--- config.mk ---
export PLATFORM = sky130hd
export DESIGN_NAME = sfifo_bus_master
export DESIGN_NICKNAME = d
export VERILOG_FILES = /design/src/rtl/sfb_pkg.sv /design/src/rtl/sfb_arbiter.sv /design/src/rtl/sfb_tx_skid.sv /design/src/rtl/sfifo_bus_master.sv
export SDC_FILE = /design/constraint.sdc
export NUM_CORES = 1
export LEC_CHECK = 0
export BUFFER_PORTS_ARGS = -buffer_cell sky130_fd_sc_hd__buf_2
export CAP_MARGIN = 10
export CELL_PAD_IN_SITES_DETAIL_PLACEMENT = 1
export CELL_PAD_IN_SITES_GLOBAL_PLACEMENT = 2
export CORE_ASPECT_RATIO = 0.5
export CORE_MARGIN = 2
export CORE_UTILIZATION = 28
export DETAILED_ROUTE_END_ITERATION = 10
export PLACE_DENSITY_LB_ADDON = 0.05
export RECOVER_POWER = 50
export SLEW_MARGIN = 25
export SYNTH_ARGS = -nofsm -noshare
export SYNTH_HDL_FRONTEND = slang
export SYNTH_SLANG_ARGS = --single-unit
--- constraint.sdc ---
create_clock -name clk -period 2.1 [get_ports clk]
set_clock_uncertainty 0.15 [all_clocks]
set_input_delay 0.42 -clock clk [delete_from_list [all_inputs] [get_ports clk]]
set_output_delay 0.42 -clock clk [all_outputs]
set_load 0.005 [all_outputs]
--- src/rtl/sfb_pkg.sv ---
package sfb_pkg;

    typedef enum logic [2:0] {
        ST_IDLE    = 3'd0,
        ST_RD_TURN = 3'd1,
        ST_RD_ACT  = 3'd2,
        ST_RD_REL  = 3'd3,
        ST_WR      = 3'd4
    } sfb_state_e;

    // The bridge owns the data lines in these states.
    function automatic logic bridge_owns_bus(sfb_state_e s);
        return (s == ST_RD_TURN) || (s == ST_RD_ACT);
    endfunction

endpackage

--- src/rtl/sfb_arbiter.sv ---
module sfb_arbiter
    import sfb_pkg::*;
#(
    parameter int BURST_MAX = 16
) (
    input  logic       clk,
    input  logic       rst_n,
    input  logic       rx_pend,
    input  logic       tx_have,
    input  logic       tx_open,
    input  logic       rd_fire,
    input  logic       wr_fire,
    output sfb_state_e st_o
);
    localparam int CNT_W = $clog2(BURST_MAX + 1);
    localparam logic [CNT_W-1:0] CAP = CNT_W'(BURST_MAX);

    typedef struct packed {
        sfb_state_e       st;
        logic [CNT_W-1:0] cnt;
        logic             owed;
    } arb_t;

    arb_t q, d;
    logic             wr_pend;
    logic             fire;
    logic [CNT_W-1:0] cnt_inc;
    logic             hit;

    always_comb begin
        wr_pend = tx_have && tx_open;
        fire    = (q.st == ST_RD_ACT) ? rd_fire : wr_fire;
        cnt_inc = (q.cnt == CAP) ? q.cnt : q.cnt + CNT_W'(fire);
        hit     = (cnt_inc >= CAP);
        d       = q;
        case (q.st)
            ST_IDLE: begin
                d.cnt = '0;
                if (q.owed && wr_pend) begin
                    d.st   = ST_WR;
                    d.owed = 1'b0;
                end else if (rx_pend) begin
                    d.st = ST_RD_TURN;
                end else if (wr_pend) begin
                    d.st   = ST_WR;
                    d.owed = 1'b0;
                end
            end
            ST_RD_TURN: d.st = ST_RD_ACT;
            ST_RD_ACT: begin
                d.cnt = cnt_inc;
                if (!rx_pend) begin
                    d.st = ST_RD_REL;
                end else if (hit && wr_pend) begin
                    d.st   = ST_RD_REL;
                    d.owed = 1'b1;
                end
            end
            ST_RD_REL: d.st = ST_IDLE;
            ST_WR: begin
                d.cnt = cnt_inc;
                if (!tx_have) begin
                    d.st = ST_IDLE;
                end else if (rx_pend && (!tx_open || hit)) begin
                    d.st = ST_IDLE;
                end
            end
            default: d.st = ST_IDLE;
        endcase
    end

    always_ff @(posedge clk or negedge rst_n) begin
        if (!rst_n) begin
            q <= '{st: ST_IDLE, cnt: '0, owed: 1'b0};
        end else begin
            q <= d;
        end
    end

    assign st_o = q.st;

    // reads go first from idle unless the write side is owed a turn
    a_r8_read_first: assert property (@(posedge clk) disable iff (!rst_n)
        (q.st == ST_IDLE && rx_pend && !q.owed) |=> (q.st == ST_RD_TURN));

    // a read burst never carries past the cap while a write waits
    a_r9_read_yields: assert property (@(posedge clk) disable iff (!rst_n)
        (q.st == ST_RD_ACT && q.cnt == CAP && wr_pend) |=> (q.st != ST_RD_ACT));

endmodule

--- src/rtl/sfb_tx_skid.sv ---
module sfb_tx_skid #(
    parameter int DATA_W = 8
) (
    input  logic              clk,
    input  logic              rst_n,
    input  logic              in_valid,
    output logic              in_ready,
    input  logic [DATA_W-1:0] in_data,
    output logic              out_valid,
    output logic [DATA_W-1:0] out_data,
    input  logic              out_take
);
    typedef struct packed {
        logic              out_v;
        logic [DATA_W-1:0] out_d;
        logic              sk_v;
        logic [DATA_W-1:0] sk_d;
    } skid_t;

    skid_t q, d;
    logic  in_fire;
    logic  out_free;

    always_comb begin
        in_fire  = in_valid && !q.sk_v;
        out_free = !q.out_v || out_take;
        d        = q;
        if (q.sk_v) begin
            if (out_free) begin
                d.out_v = 1'b1;
                d.out_d = q.sk_d;
                d.sk_v  = 1'b0;
            end
        end else begin
            if (out_take) begin
                d.out_v = 1'b0;
            end
            if (in_fire) begin
                if (out_free) begin
                    d.out_v = 1'b1;
                    d.out_d = in_data;
                end else begin
                    d.sk_v = 1'b1;
                    d.sk_d = in_data;
                end
            end
        end
    end

    always_ff @(posedge clk or negedge rst_n) begin
        if (!rst_n) begin
            q <= '0;
        end else begin
            q <= d;
        end
    end

    assign in_ready  = !q.sk_v;
    assign out_valid = q.out_v;
    assign out_data  = q.out_d;

    // the spare entry only fills behind an occupied bus entry
    a_r10_spare_behind_head: assert property (@(posedge clk) disable iff (!rst_n)
        q.sk_v |-> q.out_v);

    // an untaken head byte stays put
    a_r7_head_held: assert property (@(posedge clk) disable iff (!rst_n)
        (q.out_v && !out_take) |=> (q.out_v && $stable(q.out_d)));

endmodule

--- src/rtl/sfifo_bus_master.sv ---
module sfifo_bus_master
    import sfb_pkg::*;
#(
    parameter int DATA_W    = 8,
    parameter int BURST_MAX = 16
) (
    input  logic              clk,
    input  logic              rst_n,
    input  logic              rxf_n,
    input  logic              txe_n,
    output logic              oe_n,
    output logic              rd_n,
    output logic              wr_n,
    input  logic [DATA_W-1:0] bus_i,
    output logic [DATA_W-1:0] bus_o,
    output logic              bus_oe,
    output logic [DATA_W-1:0] rx_data,
    output logic              rx_valid,
    input  logic              rx_ready,
    input  logic [DATA_W-1:0] tx_data,
    input  logic              tx_valid,
    output logic              tx_ready
);
    sfb_state_e        st;
    logic              head_v;
    logic [DATA_W-1:0] head_d;
    logic              rd_fire;
    logic              wr_fire;

    sfb_arbiter #(.BURST_MAX(BURST_MAX)) u_arb (
        .clk     (clk),
        .rst_n   (rst_n),
        .rx_pend (!rxf_n),
        .tx_have (head_v),
        .tx_open (!txe_n),
        .rd_fire (rd_fire),
        .wr_fire (wr_fire),
        .st_o    (st)
    );

    sfb_tx_skid #(.DATA_W(DATA_W)) u_skid (
        .clk       (clk),
        .rst_n     (rst_n),
        .in_valid  (tx_valid),
        .in_ready  (tx_ready),
        .in_data   (tx_data),
        .out_valid (head_v),
        .out_data  (head_d),
        .out_take  (wr_fire)
    );

    always_comb begin
        oe_n     = !bridge_owns_bus(st);
        rx_valid = (st == ST_RD_ACT) && !rxf_n;
        rd_n     = !(rx_valid && rx_ready);
        rx_data  = bus_i;
        rd_fire  = !rd_n;
        bus_oe   = (st == ST_WR);
        wr_n     = !((st == ST_WR) && head_v);
        bus_o    = head_d;
        wr_fire  = !wr_n && !txe_n;
    end

    // output-enable leads the read strobe by a full cycle
    a_r2_oe_leads_rd: assert property (@(posedge clk) disable iff (!rst_n)
        !rd_n |-> $past(!oe_n));

    // no local drive while the bridge may drive
    a_r5_no_drive_under_oe: assert property (@(posedge clk) disable iff (!rst_n)
        !oe_n |-> !bus_oe);

    // one quiet cycle after the bridge lets go
    a_r5_release_gap: assert property (@(posedge clk) disable iff (!rst_n)
        $rose(oe_n) |-> !bus_oe);

    // write strobe only with drivers on, never with the read strobe
    a_r6_wr_with_drive: assert property (@(posedge clk) disable iff (!rst_n)
        !wr_n |-> (bus_oe && rd_n));

    // a refused byte is offered again unchanged
    a_r7_stall_hold: assert property (@(posedge clk) disable iff (!rst_n)
        (!wr_n && txe_n) |=> $stable(bus_o));

endmodule

; ---- Word level (Yosys, flattened, before mapping)
; Cells that the tools add are included.
[classes]
n_reduce_logical = 28
magnitude_cmp = 1
mux = 23
addsub = 1
bitwise = 2
n_eq_ne = 13
[op_table]
columns = cell, count
row1 = $mux 3, 7
row2 = $mux 10, 2
row3 = $mux 18, 1
row4 = $mux 9, 2
row5 = $pmux 3 s4, 1
row6 = $pmux 5 s2, 1
row7 = $logic_and 1x1->1, 9
row8 = $reduce_and 3->1, 3
row9 = $logic_not 1->1, 7
row10 = $mux 1, 7
row11 = $ne 2x2->1 const B, 3
row12 = $ne 3x2->1 const B, 2
row13 = $reduce_bool 2->1, 3
row14 = $add 5x1->5, 1
row15 = $eq 5x5->1 const B, 1
row16 = $ge 5x5->1 const B, 1
row17 = $mux 5, 1
row18 = $reduce_and 5->1, 1
row19 = $ne 4x2->1 const B, 1
row20 = $eq 3x1->1 const B, 1
row21 = $eq 3x2->1 const B, 1
row22 = $eq 3x3->1 const B, 1
row23 = $logic_not 3->1, 1
row24 = $logic_or 1x1->1, 3
row25 = 6 further kinds, 7
[word_totals]
inputBits = 22
regBits = 27
wordCells = 75

; ---- Depth between registers and ports, before layout
[logic_depth]
ltp_word = 12
depth_mapped = 10
ltp_nobuf = 8

; ---- By module
; A second synthesis with hierarchy kept.
[hier_totals]
cells_unflattened = 150
hier_area_um2 = 1670.4
[by_module_without_submodules]
columns = module, n_inst, area_each_um2, cells_per_inst
row1 = sfb_tx_skid, 1, 853.3, 59
row2 = sfb_arbiter, 1, 678.2, 73
row3 = sfifo_bus_master, 1, 138.9, 18

; ---- Worst setup path before layout
; No wires, ideal clock.
[synth_path]
kind = register -> register
startpoint = register u_arb.q, in the netlist u_arb.st_o[1]
endpoint = register u_arb.q, in the netlist u_arb.st_o[0]
arrival_time_ps = 2156
t_required_ps = 1885
path_slack_ps = -271
synth_period_minus_slack_ps = 2371
path_stages_with_launch = 11
n_path_buf = 2
path_cell_list = dfrtp_1 -> clkbuf_1 -> nor4bb_1 -> a31oi_1 -> nor2_1 -> ha_1 -> ha_1 -> and3_1 -> clkbuf_1 -> mux2i_1 -> o221a_2
[synth_via]
elab_chain_len = 11
[synth_lines]
columns = element, line_no
row1 = from (decl), sfb_arbiter.sv:24  ; arb_t q, d;
row2 = from (signal assigned), sfb_arbiter.sv:74  ; q <= '{st: ST_IDLE, cnt: '0, owed: 1'b0};
row3 = $eq 3x3->1 or $eq 3x2->1 (tied branches), --
row4 = "$logic_and 1x1->1, on equally long branches", "sfifo_bus_master.sv:59, sfifo_bus_master.sv:54"
row5 = "$logic_and 1x1->1, on equally long branches", "sfifo_bus_master.sv:61, sfifo_bus_master.sv:55"
row6 = $mux 1, sfb_arbiter.sv:32  ; fire = (q.st == ST_RD_ACT) ? rd_fire : wr_fire;
row7 = $add 5x1->5, sfb_arbiter.sv:33  ; cnt_inc = (q.cnt == CAP) ? q.cnt : q.cnt + CNT_W'(fire);
row8 = $mux 5, sfb_arbiter.sv:33
row9 = $ge 5x5->1, sfb_arbiter.sv:34  ; hit = (cnt_inc >= CAP);
row10 = $logic_or 1x1->1, sfb_arbiter.sv:64  ; end else if (rx_pend && (!tx_open || hit)) begin
row11 = $logic_and 1x1->1, sfb_arbiter.sv:64
row12 = $ne 3x3->1 (no source line), --
row13 = $reduce_and 3->1 (no source line), --
; Several ways; a longest one is shown, not always the timed one.
; A chain may end at the register's enable or synchronous reset.

; ---- Final worst setup path
[layout_path]
startpoint = register u_arb.q, in the netlist u_arb.st_o[2]
endpoint = register u_arb.q, in the netlist u_arb.st_o[2]
; The elaborated chain is that of the path after synthesis.

==> impl_results.md <==
- Status: complete, but fails checks
- Failing checks: DRC, capacitance limit, slew limit, setup timing
- Root buffer cell: clkbuf_16
- Power Internal: between 1.5 and 2 mW
- Gr usage total: 13.5%
- Least-Margin Pin Slew: between 1.5 and 2 ns
- Seq cells post-synth: 27
- Yosys cell types: 42
- Site Rows: 19
- Sw power: about 820 uW
- Critical Path, Cell by Cell: buf_6 > buf_12 > a31oi_4 > nor2_2 > ha_2 > ha_4 > and3_4 > xor2_1 > o311ai_1
- Critical R2R Launch: u_arb.st_o[2]
- CTS tree: built
- Post-synth EDFFs: 0
- Initial core utilization: 29.7%
- Area leader, netlist: dfrtp_1
- Syn-to-layout area delta: 27.1%
- Final Hold Viols: 0
- Sw frac: a little over a third
- Post-synth net total: 200
- Crit. End Element: flop
- Maximum fanout along the worst path: 7
- Post-DP HPWL: a little under 3000 um
- Detailed-route DRC error count: 2
- Worst EP required: 2.11 ns
- Hold path startpoint: tx_data[2]
- Share of the yosys chip area belonging to registers: between 40% and 50%
- Min cycle time layout: between 2 and 2.5 ns
- Routed wire per std cell: 16.0 um
- Die Span X: ~110 um
- Initial antenna violation count: 0
- Clock Power Share: roughly a fifth
- Die footprint: 6610 um2
- Hold_buf cts: 0
- CP max stage delay: approximately 0.42 ns
- Slowest CP cell: dfrtp_1
- Flop pwr share: roughly 36%
- Vias: between 1000 and 1500
- Fin nets: approximately 230
- CTS H-tree depth: 1
- Synth top area share: about two fifths
- Core area: roughly 5600 um2
- CP Launch Point: u_arb.st_o[2]
- Final WL: 4430 um
- GPL Wtd Cong: between 0.7 and 0.8
- P_leak: around 0.96 nW
- Metal3 WL: 158 um
- RSZ-0062 raised after global routing: true
- Grt total ovfl: 0
- Sink Count: 27
- Gate power share: between 40 and 50%
- Max-Cap Viols: 1
- Rel. slew slack: -6.59%
- Max-slew violation count: 28
- Post-Syn Instances: 176
- Clock Path Buffers: 2
- Synthesis Warnings: 0
- Most common cell in the netlist: dfrtp_1
- Top post-synthesis cells by count: dfrtp_1, nand2_1, nand3_1, buf_4, nand3b_1
- Final period utilization: 102%
- Ranking of synthesized cells by area: dfrtp_1, buf_4, nand3_1
- Ys flop type: dfrtp_1
- Met2 wire len: roughly 2000 um
- Die height: between 50 and 60 um
- Avg Cell Area, Syn: 9.46 um2
- Clk pin slew, worst setup/hold paths: 0.07 ns
- Drt pass-1 iters: 9
- PwrDens: 1100 nW/um2
- Inserted Diodes: 0
- Placement Cell Area: roughly 1900 um2
- # setup viols final: 3
- Ys async rst share: 100%
- CTS buffer count: 3
- Critical path class: reg -> reg
- Placement Setup Slack: -0.230 ns
- # port buffers: 27
- Critical Path AT: 2.16 ns
- Via/cell ratio: around 5
- CP Launch Type: flop
- Post-Syn Area: ~1700 um2
- Post-route ant nets: 0
- Skew-Pair Late Insertion Delay: between 0.2 and 0.3 ns
- Maximum VDD drop: roughly 0.00034 V
- Highest metal used: met4
- Vias in the first global route: between 1000 and 1500
- FMAX: about 470 MHz
- First-pass GRT wire length: 6980 um
- Pin count of the biggest net entering global routing: 28
- Setup ws final: -0.0463 ns
- Metal1 wirelength: between 2000 and 2500 um
- HP Class: in -> reg
- Design area: around 2100 um2
- Layout cells sized above 1: roughly two fifths
- Drt initial violations: 48
- Top Ports: 44
[placed cells by master (no fill, tap or decap), types with 2 or more instances in the layout]
cell type | netlist | routed
buf_2 | 0 | 26
buf_4 | 16 | 18
o2111ai_1 | 3 | 3
inv_1 | 4 | 4
mux2_2 | 8 | 8
and2_1 | 2 | 2
nand2_1 | 20 | 20
nand4_1 | 3 | 3
clkbuf_16 | 0 | 3
a22o_1 | 8 | 8
nor2b_4 | 0 | 2
dfrtp_1 | 27 | 27
o211ai_1 | 2 | 2
nor2_1 | 8 | 7
nand3b_1 | 9 | 9
o21ai_0 | 3 | 3
a21oi_1 | 3 | 2
buf_6 | 2 | 4
nand3_1 | 19 | 19
xor2_1 | 2 | 2
[kinds of logic (layout without fill, tap and decap cells)]
kind of cell | count (synthesis) | after routing | synth area share [%]
AO/OA/AOI/OAI | 28 | 28 | 13.2
multiplexers | 9 | 9 | 6.02
flip-flops | 27 | 27 | 40.6
AND/OR/NAND/NOR | 76 | 76 | 25.5
buffers and inverters | 31 | 58 | 11.5
XOR/XNOR | 2 | 2 | 1.05
adder cells (fa/ha/maj) | 3 | 3 | 2.11
[final timing paths]
check / cells after the start / to / slack (ns)
setup / recovery: 9 / u_arb.st_o[2] / -0.05
hold / removal: 2 / u_skid.q[2] / 0.25
setup reg to reg: 9 / u_arb.st_o[2] / -0.05
hold reg to reg: 1 / u_skid.q[5] / 0.36
max in group asynchronous: 1 / u_arb.q[3] / 0.47
min in group asynchronous: 1 / u_skid.out_data[4] / 0.40
[final cells by class]
cell class / instances / area (um2)
clock buffers: 3 / 75.1
clock inverters: 1 / 7.51
fillers: 649 / 3500
inverters: 4 / 15.0
multi-input cells: 118 / 916
flip-flops and latches: 27 / 676
well taps: 73 / 91.3
repair buffers: 50 / 334
[flip-flops by register name (all words and copies together) (netlist names)]
register and flops:
u_arb.st_o 3, u_skid.q 9, u_skid.out_data 8, u_arb.q 6, u_skid.out_valid 1
[per-stage QoR]
| step | cells | power (mW) | hold WS (ns) | setup TNS, ns | utilization, % |
|---|---|---|---|---|---|
| 2_1_floorplan | 176 | 1.50 | -0.0256 | -0.127 | - |
| 3_3_place_gp | 267 | 1.71 | 0.337 | -1.05 | 33.2 |
| 3_5_place_dp | 267 | 1.72 | 0.343 | -1.15 | 33.2 |
| 4_1_cts | 271 | 2.20 | 0.0525 | -0.0138 | 35.1 |
| 5_1_grt | 276 | 2.53 | 0.252 | -0.653 | 37.7 |
| 6_report | 276 | 2.33 | 0.252 | -0.0848 | 37.7 |
[critical path: cells and delay by family, from the launching register on]
kind | cells | cell delay [ns]
compound gates | 2 | 0.42
xor+xnor | 1 | 0.17
fa+ha+maj | 2 | 0.37
buf+inv | 2 | 0.26
flops | 1 | 0.42
simple gates | 2 | 0.25
[layer usage]
| layer | vias up | global-route usage, % |
|---|---|---|
| met5 | - | 0 |
| met4 | 0 | 3.66 |
| met3 | 6 | 3.60 |
| met2 | 21 | 20.4 |
| met1 | 680 | 19.2 |
| li1 | 675 | - |
[repair_timing]
| action | in CTS | in global routing |
|---|---|---|
| resized for setup | 6 | 22 |
| endpoints found under the setup margin | 6 | 10 |
| pin swaps | 3 | 8 |
| setup buffers | 0 | 5 |
[power by group through the flow]
stage / Combinational (mW) / Clock, mW / Sequential (mW)
2_1_floorplan: 0.673 / 0 / 0.828
5_1_grt: 1.15 / 0.493 / 0.879
4_1_cts: 0.885 / 0.476 / 0.843
3_3_place_gp: 0.864 / 0 / 0.847
6_report: 1.04 / 0.450 / 0.847
3_5_place_dp: 0.862 / 0 / 0.853
(Power assumes the default switching activity.)
